==> config.mk <==
export PLATFORM = sky130hd
export DESIGN_NAME = nand_host_bridge
export DESIGN_NICKNAME = d
export VERILOG_FILES = /design/src/rtl/nhb_pkg.sv /design/src/rtl/nhb_regs.sv /design/src/rtl/nhb_byte_engine.sv /design/src/rtl/nhb_sequencer.sv /design/src/rtl/nand_host_bridge.sv
export SDC_FILE = /design/constraint.sdc
export NUM_CORES = 1
export LEC_CHECK = 0
export BUFFER_PORTS_ARGS = -buffer_cell sky130_fd_sc_hd__buf_4
export CAP_MARGIN = 20
export CORE_MARGIN = 2
export CORE_UTILIZATION = 45
export DETAILED_ROUTE_END_ITERATION = 16
export HOLD_SLACK_MARGIN = 0.03
export PLACE_DENSITY = 0.73
export SLEW_MARGIN = 20
export SYNTH_ARGS = -nofsm -noshare
export SYNTH_HDL_FRONTEND = slang
export SYNTH_SLANG_ARGS = --single-unit
==> constraint.sdc <==
create_clock -name clk -period 2.64 [get_ports clk]
set_input_delay 0.264 -clock clk [delete_from_list [all_inputs] [get_ports clk]]
set_output_delay 0.264 -clock clk [all_outputs]
set_load 0.05 [all_outputs]
==> src/rtl/nhb_pkg.sv <==
package nhb_pkg;
  localparam int ADDR_W = 3;
  localparam logic [ADDR_W-1:0] OFS_DATA = 3'd0;
  localparam logic [ADDR_W-1:0] OFS_CTRL = 3'd4;
  localparam logic [ADDR_W-1:0] OFS_STAT = 3'd5;

  localparam int CB_CLE = 0;
  localparam int CB_ALE = 1;
  localparam int CB_PWR = 2;
  localparam int CB_CE  = 4;
  localparam int CB_ECC_LO = 5;
  localparam int CB_WP  = 7;

  typedef enum logic [1:0] {
    PH_IDLE, PH_SETUP, PH_STROBE, PH_HOLD
  } phase_e;

  typedef enum logic [1:0] {
    SQ_IDLE, SQ_FIRST, SQ_SECOND
  } seq_e;
endpackage

==> src/rtl/nhb_regs.sv <==
module nhb_regs
  import nhb_pkg::*;
(
  input  logic              clk,
  input  logic              rst_n,
  input  logic              wr_en,
  input  logic [ADDR_W-1:0] wr_addr,
  input  logic [7:0]        wr_byte,
  input  logic [ADDR_W-1:0] rd_addr,
  output logic [7:0]        rd_byte,
  input  logic              rb_n_async,
  output logic [7:0]        ctrl_q
);
  logic rb_meta, rb_sync;

  always_ff @(posedge clk) begin
    if (!rst_n) begin
      ctrl_q  <= 8'h00;
      rb_meta <= 1'b1;
      rb_sync <= 1'b1;
    end else begin
      rb_meta <= rb_n_async;
      rb_sync <= rb_meta;
      if (wr_en && wr_addr == OFS_CTRL) ctrl_q <= wr_byte;
    end
  end

  always_comb begin
    unique case (rd_addr)
      OFS_CTRL: rd_byte = ctrl_q;
      OFS_STAT: rd_byte = {~rb_sync, 7'b0};
      default:  rd_byte = 8'h00;
    endcase
  end
endmodule

==> src/rtl/nhb_byte_engine.sv <==
module nhb_byte_engine
  import nhb_pkg::*;
#(
  parameter int SETUP_CLKS = 1,
  parameter int PULSE_CLKS = 2
) (
  input  logic       clk,
  input  logic       rst_n,
  input  logic       start,
  input  logic       start_read,
  input  logic [7:0] start_byte,
  output logic       done,
  output logic [7:0] rd_byte,
  output logic       we_n,
  output logic       re_n,
  output logic [7:0] dq_out,
  output logic       dq_oe,
  input  logic [7:0] dq_in
);
  localparam int LONGEST = (SETUP_CLKS > PULSE_CLKS) ? SETUP_CLKS : PULSE_CLKS;
  localparam int CNT_W   = $clog2(LONGEST + 1);
  localparam logic [CNT_W-1:0] SETUP_LAST = CNT_W'(SETUP_CLKS - 1);
  localparam logic [CNT_W-1:0] PULSE_LAST = CNT_W'(PULSE_CLKS - 1);

  phase_e           ph_q;
  logic [CNT_W-1:0] cnt_q;
  logic             rd_q;
  logic [7:0]       byte_q;
  logic [7:0]       cap_q;
  logic             can_start;

  assign can_start = (ph_q == PH_IDLE) || (ph_q == PH_HOLD);

  always_ff @(posedge clk) begin
    if (!rst_n) begin
      ph_q   <= PH_IDLE;
      cnt_q  <= '0;
      rd_q   <= 1'b0;
      byte_q <= 8'h00;
      cap_q  <= 8'h00;
    end else begin
      unique case (ph_q)
        PH_SETUP: begin
          if (cnt_q == '0) begin
            ph_q  <= PH_STROBE;
            cnt_q <= PULSE_LAST;
          end else begin
            cnt_q <= cnt_q - 1'b1;
          end
        end
        PH_STROBE: begin
          if (cnt_q == '0) begin
            ph_q <= PH_HOLD;
            if (rd_q) cap_q <= dq_in;
          end else begin
            cnt_q <= cnt_q - 1'b1;
          end
        end
        PH_HOLD:  ph_q <= PH_IDLE;
        default:  ph_q <= PH_IDLE;
      endcase
      if (start && can_start) begin
        ph_q   <= PH_SETUP;
        cnt_q  <= SETUP_LAST;
        rd_q   <= start_read;
        byte_q <= start_byte;
      end
    end
  end

  assign done    = (ph_q == PH_HOLD);
  assign rd_byte = cap_q;
  assign we_n    = !((ph_q == PH_STROBE) && !rd_q);
  assign re_n    = !((ph_q == PH_STROBE) && rd_q);
  assign dq_out  = byte_q;
  assign dq_oe   = (ph_q != PH_IDLE) && !rd_q;
endmodule

==> src/rtl/nhb_sequencer.sv <==
module nhb_sequencer
  import nhb_pkg::*;
(
  input  logic              clk,
  input  logic              rst_n,
  input  logic              req_valid,
  output logic              req_ready,
  input  logic              req_write,
  input  logic              req_wide,
  input  logic [ADDR_W-1:0] req_addr,
  input  logic [15:0]       req_wdata,
  output logic              rsp_valid,
  input  logic              rsp_ready,
  output logic [15:0]       rsp_data,
  output logic              reg_wr,
  input  logic [7:0]        reg_rd_byte,
  output logic              eng_start,
  output logic              eng_read,
  output logic [7:0]        eng_byte,
  input  logic              eng_done,
  input  logic [7:0]        eng_rd_byte
);
  seq_e        sq_q;
  logic        two_q, rd_q, rsp_v_q;
  logic [7:0]  hi_q, lo_q;
  logic [15:0] rsp_d_q;
  logic        accept, is_data, more;

  assign req_ready = (sq_q == SQ_IDLE) && !rsp_v_q;
  assign accept    = req_valid && req_ready;
  assign is_data   = (req_addr == OFS_DATA);
  assign reg_wr    = accept && req_write && !is_data;
  assign more      = (sq_q == SQ_FIRST) && eng_done && two_q;

  assign eng_start = (accept && is_data) || more;
  assign eng_read  = accept ? !req_write : rd_q;
  assign eng_byte  = accept ? req_wdata[7:0] : hi_q;

  always_ff @(posedge clk) begin
    if (!rst_n) begin
      sq_q    <= SQ_IDLE;
      two_q   <= 1'b0;
      rd_q    <= 1'b0;
      hi_q    <= 8'h00;
      lo_q    <= 8'h00;
      rsp_v_q <= 1'b0;
      rsp_d_q <= 16'h0000;
    end else begin
      if (rsp_v_q && rsp_ready) rsp_v_q <= 1'b0;
      unique case (sq_q)
        SQ_IDLE: begin
          if (accept && is_data) begin
            sq_q  <= SQ_FIRST;
            two_q <= req_wide;
            rd_q  <= !req_write;
            hi_q  <= req_wdata[15:8];
          end else if (accept && !req_write) begin
            rsp_v_q <= 1'b1;
            rsp_d_q <= {8'h00, reg_rd_byte};
          end
        end
        SQ_FIRST: begin
          if (eng_done) begin
            if (two_q) begin
              sq_q <= SQ_SECOND;
              lo_q <= eng_rd_byte;
            end else begin
              sq_q <= SQ_IDLE;
              if (rd_q) begin
                rsp_v_q <= 1'b1;
                rsp_d_q <= {8'h00, eng_rd_byte};
              end
            end
          end
        end
        SQ_SECOND: begin
          if (eng_done) begin
            sq_q <= SQ_IDLE;
            if (rd_q) begin
              rsp_v_q <= 1'b1;
              rsp_d_q <= {eng_rd_byte, lo_q};
            end
          end
        end
        default: sq_q <= SQ_IDLE;
      endcase
    end
  end

  assign rsp_valid = rsp_v_q;
  assign rsp_data  = rsp_d_q;
endmodule

==> src/rtl/nand_host_bridge.sv <==
module nand_host_bridge
  import nhb_pkg::*;
#(
  parameter int SETUP_CLKS = 1,
  parameter int PULSE_CLKS = 2
) (
  input  logic        clk,
  input  logic        rst_n,
  input  logic        req_valid,
  output logic        req_ready,
  input  logic        req_write,
  input  logic        req_wide,
  input  logic [2:0]  req_addr,
  input  logic [15:0] req_wdata,
  output logic        rsp_valid,
  input  logic        rsp_ready,
  output logic [15:0] rsp_data,
  output logic        nand_ce_n,
  output logic        nand_cle,
  output logic        nand_ale,
  output logic        nand_we_n,
  output logic        nand_re_n,
  output logic        nand_wp_n,
  output logic        nand_pwr_en,
  output logic [7:0]  nand_dq_out,
  output logic        nand_dq_oe,
  input  logic [7:0]  nand_dq_in,
  input  logic        nand_rb_n,
  output logic [1:0]  ecc_mode
);
  logic [7:0] ctrl_q, reg_rd_byte, eng_byte, eng_rd_byte;
  logic       reg_wr, eng_start, eng_read, eng_done;

  nhb_regs u_regs (
    .clk(clk), .rst_n(rst_n),
    .wr_en(reg_wr), .wr_addr(req_addr), .wr_byte(req_wdata[7:0]),
    .rd_addr(req_addr), .rd_byte(reg_rd_byte),
    .rb_n_async(nand_rb_n), .ctrl_q(ctrl_q)
  );

  nhb_sequencer u_seq (
    .clk(clk), .rst_n(rst_n),
    .req_valid(req_valid), .req_ready(req_ready), .req_write(req_write),
    .req_wide(req_wide), .req_addr(req_addr), .req_wdata(req_wdata),
    .rsp_valid(rsp_valid), .rsp_ready(rsp_ready), .rsp_data(rsp_data),
    .reg_wr(reg_wr), .reg_rd_byte(reg_rd_byte),
    .eng_start(eng_start), .eng_read(eng_read), .eng_byte(eng_byte),
    .eng_done(eng_done), .eng_rd_byte(eng_rd_byte)
  );

  nhb_byte_engine #(.SETUP_CLKS(SETUP_CLKS), .PULSE_CLKS(PULSE_CLKS)) u_eng (
    .clk(clk), .rst_n(rst_n),
    .start(eng_start), .start_read(eng_read), .start_byte(eng_byte),
    .done(eng_done), .rd_byte(eng_rd_byte),
    .we_n(nand_we_n), .re_n(nand_re_n),
    .dq_out(nand_dq_out), .dq_oe(nand_dq_oe), .dq_in(nand_dq_in)
  );

  assign nand_cle    = ctrl_q[CB_CLE];
  assign nand_ale    = ctrl_q[CB_ALE];
  assign nand_pwr_en = ctrl_q[CB_PWR];
  assign nand_ce_n   = ~ctrl_q[CB_CE];
  assign ecc_mode    = ctrl_q[CB_ECC_LO+1:CB_ECC_LO];
  assign nand_wp_n   = ctrl_q[CB_WP];
endmodule

==> impl_metrics.py <==
metrics = {
    "worst_setup_path": {
        "r2r_start": "u_seq.sq_q[1]$_SDFFE_PN0P_",
        "worstSetupStartpoint": "u_seq.sq_q[1]$_SDFFE_PN0P_",
        "worst_ep_arrival_time_ns": 2.47,
        "timing.critical_path.fanout_max": 19,
        "required_ns": 2.90,
        "timing.critical_path.to_type": "register",
        "cp-start-kind": "register",
        "worstSetupPathType": "register to register",
    },
    "synthesis": {
        "postSynth.asyncResetShare_pct": 0,
        "synth-warning-count": 0,
        "synth_seq_cells": 68,
        "multiplexer_share_of_the_synthesized_area_pct": 12.3,
        "combinational_family_with_the_most_area_after_synthesis": "simple AND/OR/NAND/NOR gates",
        "synth_enable_flop_cells": 0,
        "share_of_synthesized_cell_area_in_full_adder_half_adder_and_majority_cells_pct": 4.16,
        "synth-xor-area-share_pct": 0,
        "synthCells": 335,
        "yosys.area_share.simple_pct": 17.0,
        "syn_avg_cell_area_um2": 8.97,
        "synth.net_count": 379,
        "synth-compound-area-share_pct": 16.8,
        "synthDistinctLibCells": 37,
        "seq_area_frac_synth_pct": 45.3,
        "dominantRegCellSynth": "sky130_fd_sc_hd__dfxtp_1",
        "synthesized_cell_area_um2": 3010,
    },
    "cells_and_area": {
        "layout.filler_cells": 563,
        "post-route-cell-area_um2": 3820,
        "finish.net_count": 445,
        "antennaDiodeCount": 0,
        "final-seq-area_um2": 1360,
        "area_growth_pct": 27.1,
        "layout.cells.non_filler": 483,
        "multi_input_logic_area_um2": 1510,
        "fin_util_pct": 59.5,
        "drive_above_1_share_pct": 23.9,
    },
    "placement": {
        "dp.final_hpwl_mm": 5.08,
        "placed_area_um2": 3580,
        "portBuffers": 69,
        "numPlacedInstances": 467,
        "gp_congestion": 0.828,
    },
    "global_route": {
        "first_global_vias": 2478,
        "grt_pass1_wl_mm": 11.6,
        "grt_max_degree": 52,
        "all_layer_global_routing_usage_pct": 20.2,
        "grt_overflow_total": 0,
        "grt_antenna_before_repair": 0,
    },
    "hold_path": {
        "hold_path.class": "input pin to register",
        "timing.hold.worst.start": "nand_rb_n",
    },
    "sta": {
        "hold_viol": 0,
        "setup_viol": 0,
        "timing.final.crit_period_ns": 2.20,
        "tightestPinTransition_ns": 0.623,
        "final_max_slew_viol_count": 0,
        "grt_setup_unrepaired": "no",
        "fin_worst_hold_slack_ns": 0.0921,
        "maxClockFrequency_mhz": 454,
        "setup_tns_ns": 0,
        "clock_skew_ns": 0.00822,
        "maxSlewHeadroom_pct": 57.4,
        "final.period_utilization_pct": 83.5,
    },
    "drt": {
        "vias": 2569,
        "drt_pass1_iterations": 11,
        "route.antenna.remaining_nets": 0,
        "avgViaCountPerCell": 5.32,
        "route.final.wire_length_mm": 7.02,
        "drt_iter0_markers": 144,
        "detail_route.drc_violations": 4,
        "post_drt_wl_per_cell_um": 14.5,
    },
    "clocking": {
        "clk_pin_slew_ns": 0.07,
        "clock_sink_count": 68,
        "ctsLongestPathBuffers": 2,
        "root_buffer": "sky130_fd_sc_hd__clkbuf_8",
        "clock_latency_ns": 0.35,
        "numCtsBuffers": 9,
        "post_cts_resize_count": 0,
        "post_cts.repair.setup_buffers": 0,
        "htree_levels": 3,
        "cts_hold_buffers": 0,
        "tritoncts": "built",
    },
    "pwr": {
        "power.density_cell_area_nw_per_um2": 742,
        "power_leakage_nw": 1.62,
        "vdd_drop_max_mv": 0.351,
    },
    "status": {
        "status": "complete, but fails checks",
        "violations": "design-rule violations",
    },
    "die": {
        "dieArea_um2": 7350,
        "die_height_um": 85.7,
        "ios": 70,
        "fp-row-count": 29,
        "die_width_um": 85.7,
        "coreArea_um2": 6420,
        "initial_core_utilization_pct": 46.8,
    },
    "flow_run": {
        "max_cap_viol_count": 0,
    },
}
==> worst paths after layout <==
kind                            cells after the start                           end  slack [ns]
worst min register to register                      1     u_regs.rb_sync$_SDFF_PN1_        0.41
worst min-delay path                                2     u_regs.rb_meta$_SDFF_PN1_        0.09
worst max-delay path                                7  u_eng.dq_out[4]$_SDFFE_PN0P_        0.44
worst max register to register                      7  u_eng.dq_out[4]$_SDFFE_PN0P_        0.44
==> cells by family after synthesis <==
family,count (synthesis)
AO/OA/AOI/OAI,72
adder cells (fa/ha/maj),10
buffers and inverters,31
flip-flops,68
multiplexers,37
AND/OR/NAND/NOR,117
==> report_power, final <==
part / internal, mW / switching (mW)
Clock: 0.606 / 0.381
Sequential: 1.08 / 0.0415
Combinational: 0.275 / 0.446
==> through the flow <==
| stage | power (mW) | worst slack [ns] |
|---|---|---|
| final | 2.83 | 0.437 |
| after global placement | 1.86 | 0.574 |
| after global routing | 2.96 | 0.172 |
| after CTS | 2.85 | 0.433 |
| after detailed placement | 1.87 | 0.439 |
| after floorplan | 1.66 | 0.606 |
==> synthesized netlist by cell type, drive strengths merged, types with 5 or more instances <==
library cell | number | area share (%)
mux2i | 37 | 12
clkbuf | 17 | 2.1
nand2b | 9 | 1.9
buf | 6 | 1.3
a211oi | 9 | 2.2
nor2 | 32 | 4.0
a22o | 7 | 2.0
nor2b | 5 | 1.0
a311oi | 7 | 2.0
dfxtp | 68 | 45
nand2 | 59 | 7.5
a22oi | 8 | 2.0
a21oi | 27 | 4.5
ha | 10 | 4.2
inv | 7 | 0.87
==> critical path: stages (launching register included) <==
cell and delay, ns:
sky130_fd_sc_hd__dfxtp_1 0.34, sky130_fd_sc_hd__inv_1 0.10, sky130_fd_sc_hd__ha_1 0.44, sky130_fd_sc_hd__nand3_1 0.40
sky130_fd_sc_hd__o22ai_1 0.30, sky130_fd_sc_hd__buf_4 0.26, sky130_fd_sc_hd__nor2_1 0.07, sky130_fd_sc_hd__a211oi_1 0.20
==> routing by layer <==
metal  vias to the layer above  share of wire, %  track usage (%)
met5                         -                 0                0
met4                         0               1.5             8.66
met3                        10               5.3             4.14
met2                        66                48             32.4
met1                      1192                45             26.4
li1                       1301                 -                -
==> layout make-up <==
cell class,instances,area share (%)
tap,77,2.52
clock inverter,4,1.83
sequential,68,35.6
inverter,8,0.786
timing repair buffer,78,15.3
clock buffer,12,4.32
multi-input combinational,236,39.6
==> cell usage in the layout (no fill, tap or decap), drive strengths merged, types with 2 or more instances in the layout <==
cell type and n:
bufinv 2, or4 2, clkbuf 12, nand2b 9, a22oi 8, inv 7, a2111oi 2, nand2 59
clkinv 3, mux2i 37, a311oi 7, and3 2, ha 10, a21oi 27, dfxtp 68, nor2 32
a22o 7, o22ai 3, a211oi 9, buf 78, nor3 4, o21ai 4, nor2b 5
==> flip-flops by register name (all words and copies together), names as in the netlist, 2 cells and up <==
signal          cells
u_seq.lo_q          8
u_seq.rsp_data     16
u_eng.cnt_q         2
u_seq.hi_q          8
u_eng.ph_q          2
u_eng.dq_out        8
u_eng.rd_byte       8
u_regs.ctrl_q       8
u_seq.sq_q          2
No activity file was read; power rests on OpenSTA's default activity.
